File: config.mk
export PLATFORM = sky130hd
export DESIGN_NAME = bus_state_timer
export DESIGN_NICKNAME = d
export VERILOG_FILES = /design/src/rtl/bst_pkg.sv /design/src/rtl/bst_regs.sv /design/src/rtl/bst_plan.sv /design/src/rtl/bst_seq.sv /design/src/rtl/bus_state_timer.sv
export SDC_FILE = /design/constraint.sdc
export NUM_CORES = 1
export LEC_CHECK = 0
export ABC_AREA = 0
export BUFFER_PORTS_ARGS = -buffer_cell sky130_fd_sc_hd__buf_2
export CAP_MARGIN = 25
export CORE_MARGIN = 2
export CORE_UTILIZATION = 35
export DETAILED_ROUTE_END_ITERATION = 6
export GPL_TIMING_DRIVEN = 0
export MAX_ROUTING_LAYER = met4
export PLACE_DENSITY = 0.53
export SYNTH_ARGS = -nofsm -noshare
export SYNTH_HDL_FRONTEND = slang
export SYNTH_HIERARCHICAL = 1
export SYNTH_SLANG_ARGS = --single-unit
File: constraint.sdc
create_clock -name clk_i -period 2.8 [get_ports clk_i]
set_clock_uncertainty 0.2 [all_clocks]
set_input_delay 0.7 -clock clk_i [delete_from_list [all_inputs] [get_ports clk_i]]
set_output_delay 0.7 -clock clk_i [all_outputs]
set_load 0.01 [all_outputs]
File: src/rtl/bst_pkg.sv
package bst_pkg;
  typedef enum logic [1:0] {
    SEL_MODE = 2'd0,
    SEL_WAIT_HI = 2'd1,
    SEL_WAIT_LO = 2'd2,
    SEL_NONE = 2'd3
  } reg_sel_e;

  typedef enum logic [1:0] {
    KIND_ONCHIP = 2'd0,
    KIND_DRAM = 2'd1,
    KIND_TWO = 2'd2,
    KIND_THREE = 2'd3
  } cyc_kind_e;
endpackage

File: src/rtl/bst_regs.sv
module bst_regs
  import bst_pkg::*;
#(
  parameter int DW = 8,
  parameter int WAIT_W = 2
) (
  input  logic                 clk_i,
  input  logic                 rst_ni,
  input  logic                 hw_stby_i,
  input  logic                 we_i,
  input  logic [1:0]           addr_i,
  input  logic [DW-1:0]        wdata_i,
  output logic [DW-1:0]        rdata_o,
  output logic [DW-1:0]        mode_o,
  output logic [2*DW-1:0]      waits_o
);
  logic [DW-1:0] mode_q, whi_q, wlo_q;
  reg_sel_e sel;

  assign sel = reg_sel_e'(addr_i);

  always_ff @(posedge clk_i or negedge rst_ni) begin
    if (!rst_ni) begin
      mode_q <= '1;
      whi_q  <= '1;
      wlo_q  <= '1;
    end else if (hw_stby_i) begin
      mode_q <= '1;
      whi_q  <= '1;
      wlo_q  <= '1;
    end else if (we_i) begin
      case (sel)
        SEL_MODE:    mode_q <= wdata_i;
        SEL_WAIT_HI: whi_q  <= wdata_i;
        SEL_WAIT_LO: wlo_q  <= wdata_i;
        default: ;
      endcase
    end
  end

  always_comb begin
    case (sel)
      SEL_MODE:    rdata_o = mode_q;
      SEL_WAIT_HI: rdata_o = whi_q;
      SEL_WAIT_LO: rdata_o = wlo_q;
      default:     rdata_o = '0;
    endcase
  end

  assign mode_o  = mode_q;
  // low register carries the lower areas, fields ascending
  assign waits_o = {whi_q, wlo_q};
endmodule

File: src/rtl/bst_plan.sv
module bst_plan
  import bst_pkg::*;
#(
  parameter int NUM_AREAS = 8,
  parameter int WAIT_W = 2,
  parameter int CW = 3,
  parameter int ONCHIP_STATES = 2,
  parameter int DRAM_STATES = 4,
  localparam int AREA_W = $clog2(NUM_AREAS)
) (
  input  logic [AREA_W-1:0]           area_i,
  input  logic                        dram_i,
  input  logic                        onchip_i,
  input  logic                        single_chip_i,
  input  logic [NUM_AREAS-1:0]        mode_i,
  input  logic [NUM_AREAS*WAIT_W-1:0] waits_i,
  output cyc_kind_e                   kind_o,
  output logic [CW-1:0]               last_o,
  output logic [WAIT_W-1:0]           nwait_o
);
  localparam logic [CW-1:0] ON_LAST = CW'(ONCHIP_STATES - 1);
  localparam logic [CW-1:0] DR_LAST = CW'(DRAM_STATES - 1);

  logic [WAIT_W-1:0] wfield [NUM_AREAS];

  for (genvar a = 0; a < NUM_AREAS; a++) begin : g_field
    assign wfield[a] = waits_i[a*WAIT_W +: WAIT_W];
  end

  always_comb begin
    nwait_o = '0;
    if (single_chip_i || onchip_i) begin
      kind_o = KIND_ONCHIP;
      last_o = ON_LAST;
    end else if (dram_i) begin
      kind_o = KIND_DRAM;
      last_o = DR_LAST;
    end else if (!mode_i[area_i]) begin
      kind_o = KIND_TWO;
      last_o = CW'(1);
    end else begin
      kind_o  = KIND_THREE;
      nwait_o = wfield[area_i];
      last_o  = CW'(2) + CW'(wfield[area_i]);
    end
  end
endmodule

File: src/rtl/bst_seq.sv
module bst_seq
  import bst_pkg::*;
#(
  parameter int CW = 3,
  parameter int WAIT_W = 2
) (
  input  logic              clk_i,
  input  logic              rst_ni,
  input  logic              hw_stby_i,
  input  logic              sw_stby_i,
  input  logic              req_i,
  input  cyc_kind_e         kind_i,
  input  logic [CW-1:0]     last_i,
  input  logic [WAIT_W-1:0] nwait_i,
  output logic              busy_o,
  output logic [CW-1:0]     idx_o,
  output logic              wait_o,
  output logic              done_o
);
  logic              busy_q;
  logic [CW-1:0]     idx_q, last_q, wait_end;
  logic [WAIT_W-1:0] nwait_q;
  cyc_kind_e         kind_q;
  logic              accept;

  assign accept = !busy_q && req_i && !sw_stby_i && !hw_stby_i;

  always_ff @(posedge clk_i or negedge rst_ni) begin
    if (!rst_ni) begin
      busy_q  <= 1'b0;
      idx_q   <= '0;
      last_q  <= '0;
      nwait_q <= '0;
      kind_q  <= KIND_ONCHIP;
    end else if (hw_stby_i) begin
      busy_q <= 1'b0;
      idx_q  <= '0;
    end else if (accept) begin
      // plan frozen here; later register writes do not reach this cycle
      busy_q  <= 1'b1;
      idx_q   <= '0;
      last_q  <= last_i;
      nwait_q <= nwait_i;
      kind_q  <= kind_i;
    end else if (busy_q) begin
      if (idx_q == last_q) begin
        busy_q <= 1'b0;
        idx_q  <= '0;
      end else begin
        idx_q <= idx_q + 1'b1;
      end
    end
  end

  assign wait_end = CW'(2) + CW'(nwait_q);
  assign busy_o   = busy_q;
  assign idx_o    = idx_q;
  assign done_o   = busy_q && (idx_q == last_q);
  assign wait_o   = busy_q && (kind_q == KIND_THREE) &&
                    (idx_q >= CW'(2)) && (idx_q < wait_end);
endmodule

File: src/rtl/bus_state_timer.sv
module bus_state_timer
  import bst_pkg::*;
#(
  parameter int DW = 8,
  parameter int ONCHIP_STATES = 2,
  parameter int DRAM_STATES = 4,
  localparam int AREA_W = $clog2(DW),
  localparam int WAIT_W = 2,
  localparam int EXT_MAX = 3 + (1 << WAIT_W) - 1,
  localparam int MAX_A = (EXT_MAX > DRAM_STATES) ? EXT_MAX : DRAM_STATES,
  localparam int MAX_LEN = (MAX_A > ONCHIP_STATES) ? MAX_A : ONCHIP_STATES,
  localparam int CW = $clog2(MAX_LEN)
) (
  input  logic              clk_i,
  input  logic              rst_ni,
  input  logic              hw_stby_i,
  input  logic              sw_stby_i,
  input  logic              single_chip_i,
  input  logic              reg_we_i,
  input  logic [1:0]        reg_addr_i,
  input  logic [DW-1:0]     reg_wdata_i,
  output logic [DW-1:0]     reg_rdata_o,
  input  logic              req_i,
  input  logic [AREA_W-1:0] area_i,
  input  logic              dram_i,
  input  logic              onchip_i,
  output logic              busy_o,
  output logic [CW-1:0]     state_idx_o,
  output logic              wait_o,
  output logic              done_o
);
  logic [DW-1:0]     ast_q;
  logic [2*DW-1:0]   waits;
  cyc_kind_e         kind;
  logic [CW-1:0]     last;
  logic [WAIT_W-1:0] nwait;

  bst_regs #(.DW(DW), .WAIT_W(WAIT_W)) u_regs (
    .clk_i     (clk_i),
    .rst_ni    (rst_ni),
    .hw_stby_i (hw_stby_i),
    .we_i      (reg_we_i),
    .addr_i    (reg_addr_i),
    .wdata_i   (reg_wdata_i),
    .rdata_o   (reg_rdata_o),
    .mode_o    (ast_q),
    .waits_o   (waits)
  );

  bst_plan #(
    .NUM_AREAS(DW), .WAIT_W(WAIT_W), .CW(CW),
    .ONCHIP_STATES(ONCHIP_STATES), .DRAM_STATES(DRAM_STATES)
  ) u_plan (
    .area_i        (area_i),
    .dram_i        (dram_i),
    .onchip_i      (onchip_i),
    .single_chip_i (single_chip_i),
    .mode_i        (ast_q),
    .waits_i       (waits),
    .kind_o        (kind),
    .last_o        (last),
    .nwait_o       (nwait)
  );

  bst_seq #(.CW(CW), .WAIT_W(WAIT_W)) u_seq (
    .clk_i     (clk_i),
    .rst_ni    (rst_ni),
    .hw_stby_i (hw_stby_i),
    .sw_stby_i (sw_stby_i),
    .req_i     (req_i),
    .kind_i    (kind),
    .last_i    (last),
    .nwait_i   (nwait),
    .busy_o    (busy_o),
    .idx_o     (state_idx_o),
    .wait_o    (wait_o),
    .done_o    (done_o)
  );
endmodule

Yosys cells after proc, flatten, opt, wreduce, memory -nomap -nowiden
Cells that the tools add are included.
- $add $sub $neg: 3
- magnitude comparators: 4
- eq/ne operators: 4
- multiplexer cells: 32
- bitwise gates (word level): 2
- reductions and logical operators: 21
- operator list (kind ; number):
    $mux 8 ; 9
    $pmux 8 s3 ; 1
    $mux 3 ; 7
    $mux 2 ; 7
    $reduce_and 2->1 ; 4
    $reduce_bool 2->1 ; 4
    $logic_and 1x1->1 ; 7
    $add 2x2->3 const A ; 2
    $bmux 2 s3 ; 1
    $mux 1 ; 6
    $eq 2x2->1 const B ; 2
    $ge 4x4->1 const B ; 1
    $lt 3x4->1 const B ; 1
    $not 3->4 ; 1
    $add 3x1->3 const B ; 1
    $bmux 1 s3 ; 1
    $eq 3x3->1 ; 1
    $ge 3x2->1 const B ; 1
    $logic_not 1->1 ; 3
    $lt 3x3->1 ; 1
    $reduce_bool 3->1 ; 1
    $eq 2x1->1 const B ; 1
    $logic_not 2->1 ; 1
    $logic_or 1x1->1 ; 1
    $not 1->1 ; 1
- bits in registers: 35
- input port bits: 22
- output and inout port bits: 14
- word-level logic and storage cells: 74

Longest topological paths before layout
Gate-level depths: netlist of the first run.
- depth in word-level cells: 8
- gate-level depth with buffers: 7

Modules after synthesis
Netlist of the first run, hierarchy kept.
- by module, submodules not included (module ; instances ; cells an instance ; area each (um2) ; seq. area each (um2)):
    bst_regs ; 1 ; 109 ; 1233.7 ; 630.6
    bst_seq ; 1 ; 48 ; 594.3 ; 275.3
    bst_plan ; 1 ; 30 ; 267.8 ; 0.0

Worst setup path before layout of the first run
Ideal clock, no wire load.
- kind: input-to-reg
- start: in area_i[0]
- end: reg u_seq.last_q[0]
- data arrival time: 2113 ps
- setup slack: 362 ps
- cell stages on the path: 6
- buffers on the path: 1
- cell sequence: buf_6 -> mux4_2 -> mux2i_1 -> inv_1 -> or3_1 -> mux2_2
- word-level cells in the longest chain between the ends: 8
- elaborated cells between the ends (all ways): 10
- ends and longest elaborated chain (element ; RTL line ; RTL):
    from (decl) ; bus_state_timer.sv:24 ; input logic [AREA_W-1:0] area_i,
    $not 3->4 (implied by the code) ; bst_plan.sv:44 ; last_o = CW'(2) + CW'(wfield[area_i]);
    $bmux 2 s3 ; bst_plan.sv:44 ;
    $mux 2 (implied by the code) (2 in a row) ; bst_plan.sv:44 ;
    $add 2x2->3 ; bst_plan.sv:44 ;
    $mux 3 (*) ; bst_plan.sv:38 ; end else if (!mode_i[area_i]) begin
    $mux 3 (*) ; bst_plan.sv:35 ; end else if (dram_i) begin
    $mux 3 (*) ; bst_plan.sv:32 ; if (single_chip_i || onchip_i) begin
    via last[0] ; bus_state_timer.sv:35 ; logic [CW-1:0] last;
    to (signal assigned) ; bst_seq.sv:42 ; last_q <= last_i;
    to (decl) ; bst_seq.sv:21 ; logic [CW-1:0] idx_q, last_q, wait_end;
Mark *: on every way through the listed nets, which the timed path passes. The rest lies on a longest branch. The select of a mux whose other input is x is not followed.
A chain may end at the register's enable or synchronous reset.

Final worst setup path of the first run
- start: in reg_addr_i[1]
- end: out reg_rdata_o[7]
- word-level cells in the longest chain between the ends: 2
- elaborated cells between the ends (all ways): 4
- ends and longest elaborated chain (element ; RTL line ; RTL):
    from (decl) ; bus_state_timer.sv:20 ; input logic [1:0] reg_addr_i,
    $eq 2x2->1, or another cell as far along ; bst_regs.sv:42 ; case (sel)
    $pmux 8 s3 (*) ; bst_regs.sv:42 ;
    to (decl) ; bus_state_timer.sv:22 ; output logic [DW-1:0] reg_rdata_o,
Mark *: on every way between the ends. The rest lies on a longest branch, timed or not.

==> out/qor.csv, run 1 <==
metric,value,unit
antenna_left,0,
finish.utilization,41.87,%
die_h,81.38,µm
clkSinkCount,35,
drtIter0Drc,57,
status,finished clean,
route.detailed.drc,0,
synthCells,187,
grt_use_total,16.61,%
ios,36,
cp_max_fo,10,
synth_top_area_share,30.09,%
synth-simple-area-share,14.69,%
insertion_delay,0.28,ns
fin_setup_tns,0,ns
critPathLaunchType,input pin,
initial_utilization,35.82,%
synthMuxAreaShare,26.21,%
whs,0.2923,ns
cts_hold_buf,0,
peakVddDrop,243.3,µV
crit_family,buffers and inverters,
die-width,81.38,µm
netlist_area,2096,µm²
max_slew_margin,47.42,%
hold_path.class,in2async,
place_congestion,0.7555,
grt_pass1_vias,1501,
cp_cell_sequence,"buf_2, buf_2, nor2b_1, buf_2, o2bb2ai_1, buf_2",
critPathSlowestCell,buf_2,
powerDensity,467.2,nW/µm²
hold_viol,0,
ys_types,33,
root_buffer,clkbuf_8,
drive_gt1_share,39.21,%
numCtsBuffers,5,
finalCritPeriodShare,92.72,%
totalWireLength,4.874,mm
die_area,6623,µm²
syn_to_final_growth,16.90,%
ctsResizeCount,0,
reg2reg_depth,5,
wl_per_cell,16.14,µm
cts_tree,yes,
end_kind,output pin,
ys_warn_count,6,
synthTopCellsByArea,"dfstp_2 30%, mux2i_1 18%, dfrtp_1 13%, nor2_1 6.1%, mux4_2 4.3%",
r2r_start,u_regs/whi_q[4]$_DFFE_PN1P_,
worstReg2RegEnd,u_seq/last_q[0]$_DFFE_PN0P_,
hpwlAfterDp,3.561,mm
rrSetupSlack,0.72,ns
crit_start,reg_addr_i[1],
synth-seq-area-share,43.22,%
synth_top_family_by_area,multiplexers,
via_per_inst,4.974,
worst-setup-path-type,in2out,
tightest_slew,0.7887,ns
grt-ovfl-total,0,
worstPathRequired,1.90,ns
clockBufferDepth,2,
yosysTopAreaCell,dfstp_2,
rsz0062_at_grt,false,
grt_max_degree,36,
port-buffer-count,32,
total_power,1.144,mW
diodes,0,
cts_max_level,2,
ys.flop_type,dfstp_2,
rows,28,
synthAdderAreaFrac,2.388,%
setup_viol,0,
cp.buffers_inverters,4,
ys_ff_latch,35,
synthArstFlopShare,100.0,%
avgSynthCellArea,11.21,µm²
via_count,1502,
fillers,607,
max_freq,0.3852,GHz
worstPathArrival,1.70,ns
leakage,1.198,nW
grt_pass1_wl,7.852,mm
syn_nets,213,
post_cts_buffers,0,
drv_slew,0,
critPathMaxStageDelay,0.22,ns
period_minus_slack,2.596,ns
synth_edf_count,0,
cpMostUsedCell,buf_2,
path_clk_slew,0.07,ns
coreArea,5851,µm²
synth_compound_area_share,7.045,%
dr.pass1.iters,4,
grt_antenna_before_repair,0,
synth-xor-area-share,1.254,%
max_cap_viol_count,0,
final_nets,252,
## per-layer routing
metal | up-vias | part of all wire (%) | GRT usage [%]
met1 | 731 | 47 | 20.94
li1 | 740 | - | -
met2 | 26 | 49 | 27.38
met5 | - | 0 | -
met4 | 0 | 0.76 | 4.068
met3 | 5 | 3.2 | 3.333
## through the flow
stage                     std cells  cell area (µm²)  setup WS, ns
final                           302             2450        0.2039
after floorplan                 187             2096        0.3625
after detailed placement        294             2350        0.1905
after CTS                       302             2450        0.1877
after global routing            302             2450       0.08557
after global placement          294             2350        0.1801
## where the power goes
| part | internal, mW | total (mW) | leakage, nW | switching (mW) |
|---|---|---|---|---|
| logic | 0.0808 | 0.178 | 0.750 | 0.0972 |
| registers | 0.543 | 0.567 | 0.397 | 0.0242 |
| clock network | 0.225 | 0.400 | 0.0515 | 0.175 |
## sequential cells by signal (all words and copies together), names as in the netlist
register       count
u_regs/mode_o      8
u_regs/wlo_q       8
u_seq/idx_o        3
u_seq/last_q       3
u_regs/whi_q       8
u_seq/nwait_q      2
u_seq/kind_q       2
u_seq/busy_o       1
## placed cells by master (no fill, tap or decap), drive strengths merged, types with 5 or more instances in the layout
cell,n
buf,44
clkbuf,9
dfrtp,11
dfstp,24
inv,5
mux2,7
mux2i,38
nand3,5
nor2,34
nor3,5
o2bb2ai,8
## cell usage after synthesis (2+ instances only)
library cell,count
ha_1,4
xor2_1,3
mux4_2,4
nor3_1,4
buf_4,3
mux2i_1,38
buf_6,3
dfstp_2,24
nor2b_1,4
nand3_1,5
buf_2,6
mux2_2,7
o21ai_0,2
or3_1,2
nand3b_1,3
dfrtp_1,11
nand2b_1,3
a211oi_1,2
o2bb2ai_1,8
nor2_1,34
inv_1,5
## how the worst max path moves through the flow
stage / endpoint / slack (ns) / depth (start not counted)
3_5_place_dp: reg_rdata_o[2] / 0.19 / 6
2_1_floorplan: u_seq/last_q[0]$_DFFE_PN0P_ / 0.36 / 6
4_1_cts: reg_rdata_o[7] / 0.19 / 6
6_report: reg_rdata_o[7] / 0.20 / 6
3_3_place_gp: reg_rdata_o[2] / 0.18 / 6
5_1_grt: reg_rdata_o[2] / 0.09 / 6
## kinds of logic after synthesis
kind of cell | Yosys count
and+or+nand+nor | 60
muxes | 49
DFF | 35
buffers and inverters | 18
adders and majority gates | 4
xor gates and xnor gates | 3
AOI/OAI and AO/OA | 18
## cell type report
| cell class | count | area (µm²) | share of cell area, % |
|---|---|---|---|
| Multi-Input combinational cell | 134 | 1081 | 44.13 |
| Sequential cell | 35 | 905.9 | 36.98 |
| Timing Repair Buffer | 32 | 160.2 | 6.537 |
| Clock buffer | 8 | 100.1 | 4.086 |
| Tap cell | 75 | 93.84 | 3.830 |
| Buffer | 13 | 90.09 | 3.677 |
| Inverter | 5 | 18.77 | 0.7661 |
## worst reg2reg max path: stages (launching register included)
cell     delay (ns)
dfstp_2        0.38
mux4_2         0.44
mux2i_1        0.23
inv_1          0.06
or3_1          0.38
mux2_2         0.27
No activity file was read; power rests on OpenSTA's default activity.
==> inputs of run 2 (changes only) <==
--- a/config.mk
+++ b/config.mk
@@ -9,11 +9,11 @@
 export BUFFER_PORTS_ARGS = -buffer_cell sky130_fd_sc_hd__buf_2
 export CAP_MARGIN = 25
 export CORE_MARGIN = 2
-export CORE_UTILIZATION = 35
+export CORE_UTILIZATION = 56
 export DETAILED_ROUTE_END_ITERATION = 6
 export GPL_TIMING_DRIVEN = 0
 export MAX_ROUTING_LAYER = met4
-export PLACE_DENSITY = 0.53
+export PLACE_DENSITY = 0.79
 export SYNTH_ARGS = -nofsm -noshare
 export SYNTH_HDL_FRONTEND = slang
 export SYNTH_HIERARCHICAL = 1
==> run 2 against run 1 <==
  * Setup slack better by 0.0070 ns
  * Hold slack hardly changed
  * Sequential share of layout area is 0.25 points higher
  * Clock power is 16% higher
  * Combinational power hardly changed
  * Register-to-register slack better by 0.05 ns
  * Clock-buffer cell count is 2 lower
  * Core utilization is 25 points higher
  * Highest routed layer unchanged
==> out/qor.csv, run 2 (synthesis results as in run 1) <==
metric,value,unit,change
hpwlAfterDp,3.212,mm,-9.8%
grt_use_total,24.86,%,+8.3 points
hold_path.class,in2async,,
leakage,1.208,nW,+0.81%
finish.utilization,66.98,%,+25 points
final_nets,252,,unchanged
setup_viol,0,,unchanged
status,finished clean,,
grt_pass1_vias,1537,,+2.4%
post-place-cells,267,,-9.2%
cp_max_fo,10,,unchanged
cpMostUsedCell,buf_2,,
powerDensity,496.5,nW/µm²,+6.3%
met1_usage,31.14,%,+10 points
drv_slew,0,,unchanged
combPwrFrac,14.7,%,-0.9 points
grt_max_degree,36,,unchanged
fillers,314,,-48%
rsz0062_at_grt,false,,
p_int,911.4,µW,+7.5%
layout_common_cells,"38 x buf_2, 38 x mux2i_1, 34 x nor2_1",,
period_minus_slack,2.589,ns,-0.007039 ns
grt.busiest_layer,met2,,
p_switching,297.0,µW,+0.14%
finalCritPeriodShare,92.47,%,-0.25 points
syn_to_final_growth,16.12,%,
fin_cells,275,,-8.9%
drtIter0Drc,84,,+47%
dp_slack,0.2290,ns,+0.03856 ns
cp.buffers_inverters,4,,unchanged
diodes,0,,unchanged
max_cap_viol_count,0,,unchanged
setup_slack,0.2109,ns,+0.007039 ns
max_slew_margin,48.00,%,+0.57 points
critPathLaunchType,input pin,,
place_congestion,0.8098,,+7.2%
worstPathArrival,1.69,ns,about the same
via_per_inst,5.647,,+14%
crit_family,buffers and inverters,,
fin_area,2434,µm²,-0.66%
fin_setup_tns,0,ns,unchanged
clock_power_share,38.5,%,+3.6 points
critPathSlowestCell,buf_2,,
cts_max_level,2,,unchanged
total_power,1.208,mW,+5.6%
via_count,1553,,+3.4%
die_area,4248,µm²,-36%
insertion_delay,0.28,ns,about the same
worstPathRequired,1.90,ns,about the same
cts_hold_buf,0,,unchanged
route.detailed.drc,0,,unchanged
grt_antenna_before_repair,0,,unchanged
dr.pass1.iters,4,,unchanged
numCtsBuffers,5,,unchanged
cp_cell_sequence,"buf_2, buf_2, nor2b_1, buf_2, o2bb2ai_1, buf_2",,
grtUsageMet2,41.20,%,+14 points
rows,22,,-21%
peakVddDrop,298.9,µV,+23%
wl_per_cell,16.49,µm,+2.2%
clkSinkCount,35,,unchanged
swShare,24.58,%,-1.3 points
whs,0.2921,ns,-0.0001120 ns
ios,36,,unchanged
post_cts_buffers,0,,unchanged
totalWireLength,4.535,mm,-7.0%
coreArea,3633,µm²,-38%
p_seq_share,46.9,%,-2.6 points
clockBufferDepth,2,,unchanged
max_freq,0.3862,GHz,+0.27%
die_h,65.18,µm,-20%
postPlaceCellArea,2316,µm²,-1.4%
port-buffer-count,32,,unchanged
grt_pass1_wl,7.624,mm,-2.9%
grt-ovfl-total,0,,unchanged
antenna_left,0,,unchanged
drive_gt1_share,39.65,%,+0.44 points
tightest_slew,0.7801,ns,-0.008598 ns
die-width,65.18,µm,-20%
path_clk_slew,0.07,ns,about the same
root_buffer,clkbuf_8,,
end_kind,output pin,,
use_met3,5.137,%,+1.8 points
cts_tree,yes,,
critPathMaxStageDelay,0.23,ns,about the same
hold_viol,0,,unchanged
ctsResizeCount,0,,unchanged
worst-setup-path-type,in2out,,
initial_utilization,57.68,%,+22 points
## run 2: changes by cell type in the layout (fill, tap and decap cells not counted)
cell and change:
bufinv_16 +1, clkbuf_1 -1, clkbuf_8 -1, clkinv_2 +1
## run 2: worst register-to-register path, delay by kind of cell, from the launching register on
| family | cells | cell delay, ns |
|---|---|---|
| mux | 3 | 0.92 |
| flops | 1 | 0.38 |
| simple gates | 1 | 0.36 |
| buf+inv | 1 | 0.05 |
## run 2: power by group through the flow
stage / logic, mW / registers (mW) / clock network (mW)
CTS: 0.179 / 0.566 / 0.480
floorplan: 0.115 / 0.568 / 0
global route: 0.198 / 0.570 / 0.496
finish: 0.177 / 0.566 / 0.465
global placement: 0.176 / 0.574 / 0
detailed placement: 0.179 / 0.574 / 0
## run 2: path summary, 6_finish.rpt
kind,from,end,slack [ns],cells after the start
max,reg_addr_i[1],reg_rdata_o[7],0.21,6
min,rst_ni,u_seq/kind_q[0]$_DFFE_PN0P_,0.29,1
max reg2reg,u_regs/whi_q[6]$_DFFE_PN1P_,u_seq/last_q[0]$_DFFE_PN0P_,0.77,5
min reg2reg,u_seq/nwait_q[0]$_DFFE_PN0P_,u_seq/nwait_q[0]$_DFFE_PN0P_,0.32,1
max in group asynchronous,rst_ni,u_seq/idx_o[0]$_DFFE_PN0P_,1.61,1
min in group clk_i,u_seq/nwait_q[0]$_DFFE_PN0P_,u_seq/nwait_q[0]$_DFFE_PN0P_,0.32,1
## run 2: area by class of cell
type	count	area [µm²]	share of cell area [%]
Sequential cell	35	905.9	37.22
Inverter	5	18.77	0.7712
Timing Repair Buffer	32	160.2	6.581
Tap cell	48	60.06	2.468
Clock inverter	2	35.03	1.440
Buffer	13	90.09	3.702
Clock buffer	6	82.58	3.393
Multi-Input combinational cell	134	1081	44.42
## run 2: layer usage
| layer | vias to the layer above | routed length [µm] |
|---|---|---|
| li1 | 745 | - |
| met1 | 765 | 1945 |
| met2 | 41 | 2343 |
| met3 | 2 | 211 |
| met4 | 0 | 34 |
| met5 | - | 0 |
==> inputs of run 3 (changes only) <==
--- a/config.mk
+++ b/config.mk
@@ -12,7 +12,6 @@
 export CORE_UTILIZATION = 56
 export DETAILED_ROUTE_END_ITERATION = 6
 export GPL_TIMING_DRIVEN = 0
-export MAX_ROUTING_LAYER = met4
 export PLACE_DENSITY = 0.79
 export SYNTH_ARGS = -nofsm -noshare
 export SYNTH_HDL_FRONTEND = slang
==> run 3 against run 2 <==
  * Combinational power barely moved
  * Maximum frequency barely moved
  * Setup slack improved by 0.0014 ns
  * Clock power barely moved
  * Total power rose by 0.21%
  * Global-route usage fell by 0.62 points
  * Sequential power barely moved
  * Clock-buffer cell count did not move
  * Largest cell class unchanged
  * Routed wire length fell by 0.42%
  * Non-clock buffer count did not move
==> out/qor.csv, run 3 (synthesis results as in run 1) <==
metric,value,unit,change
crit_start,reg_addr_i[1],,
final_nets,252,,unchanged
place_congestion,0.7984,,-1.4%
p_switching,299.5,µW,+0.84%
multi_input_area,1081,µm²,unchanged
die_h,65.18,µm,unchanged
ctsResizeCount,0,,unchanged
drive_gt1_share,39.65,%,unchanged
diodes,0,,unchanged
finalCritPeriodShare,92.42,%,about the same
hpwlAfterDp,3.212,mm,unchanged
cpMostUsedCell,buf_2,,
grt_max_degree,36,,unchanged
port-buffer-count,32,,unchanged
grt_pass1_vias,1535,,-0.13%
peakVddDrop,299.2,µV,about the same
p_seq_share,46.8,%,about the same
worstReg2RegEnd,u_seq/last_q[0]$_DFFE_PN0P_,,
critPathMaxStageDelay,0.23,ns,about the same
grt-ovfl-total,0,,unchanged
swShare,24.73,%,+0.16 points
worstPathArrival,1.69,ns,about the same
grt_antenna_before_repair,0,,unchanged
rows,22,,unchanged
critPathSlowestCell,buf_2,,
grt_pass1_wl,7.610,mm,-0.18%
cp-endpoint,reg_rdata_o[3],,
r2r_start,u_regs/whi_q[6]$_DFFE_PN1P_,,
coreArea,3633,µm²,unchanged
reg2reg_depth,5,,unchanged
ff_latch_area,905.9,µm²,unchanged
fin_setup_tns,0,ns,unchanged
drtIter0Drc,81,,-3.6%
cp_max_fo,10,,unchanged
drv_slew,0,,unchanged
antenna_left,0,,unchanged
leakage,1.208,nW,unchanged
die_area,4248,µm²,unchanged
layout_common_cells,"38 x buf_2, 38 x mux2i_1, 34 x nor2_1",,
clock_power_share,38.6,%,about the same
worstPathRequired,1.90,ns,about the same
die-width,65.18,µm,unchanged
max_freq,0.3864,GHz,about the same
totalWireLength,4.516,mm,-0.42%
p_int,911.4,µW,about the same
via_per_inst,5.618,,-0.52%
max_slew_margin,48.88,%,+0.89 points
initial_utilization,57.68,%,unchanged
root_buffer,clkbuf_8,,
setup_viol,0,,unchanged
cts_hold_buf,0,,unchanged
syn_to_final_growth,16.12,%,unchanged
fillers,314,,unchanged
cts_max_level,2,,unchanged
powerDensity,497.6,nW/µm²,+0.21%
rrSetupSlack,0.77,ns,about the same
clkSinkCount,35,,unchanged
max_cap_viol_count,0,,unchanged
worst-setup-path-type,in2out,,
combPwrFrac,14.6,%,about the same
wl_per_cell,16.42,µm,-0.42%
cp_cell_sequence,"buf_2, buf_2, nor2b_1, buf_2, o2bb2ai_1, buf_2",,
ios,36,,unchanged
rsz0062_at_grt,false,,
status,finished clean,,
end_kind,output pin,,
via_count,1545,,-0.52%
insertion_delay,0.29,ns,about the same
path_clk_slew,0.07,ns,about the same
dp_slack,0.2290,ns,unchanged
dr.pass1.iters,4,,unchanged
route.detailed.drc,0,,unchanged
clockBufferDepth,2,,unchanged
hold_path.class,in2async,,
grt_use_total,24.23,%,-0.62 points
period_minus_slack,2.588,ns,-0.001398 ns
hold_viol,0,,unchanged
tightest_slew,0.7668,ns,-0.01328 ns
critPathLaunchType,input pin,,
cts_tree,yes,,
post_cts_buffers,0,,unchanged
numCtsBuffers,5,,unchanged
setup_slack,0.2123,ns,+0.001398 ns
==> run 3: power by group through the flow <==
stage | Combinational [mW] | Sequential (mW) | Clock [mW]
5_1_grt | 0.198 | 0.570 | 0.496
4_1_cts | 0.179 | 0.566 | 0.480
3_3_place_gp | 0.176 | 0.574 | 0
2_1_floorplan | 0.115 | 0.568 | 0
3_5_place_dp | 0.179 | 0.574 | 0
6_report | 0.177 | 0.566 | 0.467
==> run 3: stage by stage <==
step / cell area, µm² / total power [mW] / util, % / hold slack [ns] / cells
after global routing: 2434 / 1.264 / 66.98 / 0.3408 / 275
after global placement: 2316 / 0.7491 / 63.74 / 0.2914 / 267
after detailed placement: 2316 / 0.7530 / 63.74 / 0.3036 / 267
after CTS: 2434 / 1.225 / 66.98 / 0.3109 / 275
final: 2434 / 1.211 / 66.98 / 0.2828 / 275
after floorplan: 2096 / 0.6838 / - / 0.2044 / 187
==> run 3: area by class of cell <==
type	instances	area share, %
Clock inverter	2	1.440
Inverter	5	0.7712
Timing Repair Buffer	32	6.581
Buffer	13	3.702
Multi-Input combinational cell	134	44.42
Sequential cell	35	37.22
Tap cell	48	2.468
Clock buffer	6	3.393
==> run 3: per-layer routing <==
metal	GRT usage, %	vias to the layer above	part of all wire, %
met5	0	-	0
met4	7.031	0	1.4
met3	5.137	6	3.5
met2	41.45	29	52
met1	31.03	765	44
li1	-	745	-
==> run 3: worst min path at each step <==
stage               slack (ns)                            to                          from
global route              0.34   u_seq/last_q[1]$_DFFE_PN0P_                        rst_ni
detailed placement        0.30  u_seq/nwait_q[0]$_DFFE_PN0P_  u_seq/nwait_q[0]$_DFFE_PN0P_
global placement          0.29  u_seq/nwait_q[0]$_DFFE_PN0P_  u_seq/nwait_q[0]$_DFFE_PN0P_
finish                    0.28  u_seq/nwait_q[1]$_DFFE_PN0P_                        rst_ni
CTS                       0.31   u_seq/kind_q[1]$_DFFE_PN0P_                        rst_ni
floorplan                 0.20        u_seq/busy_o$_DFF_PN0_                        rst_ni
==> run 3: critical path: cells and delay by family <==
family,cells,cell delay (ns)
simple gates,1,0.15
buf+inv,4,0.69
compound gates,1,0.15
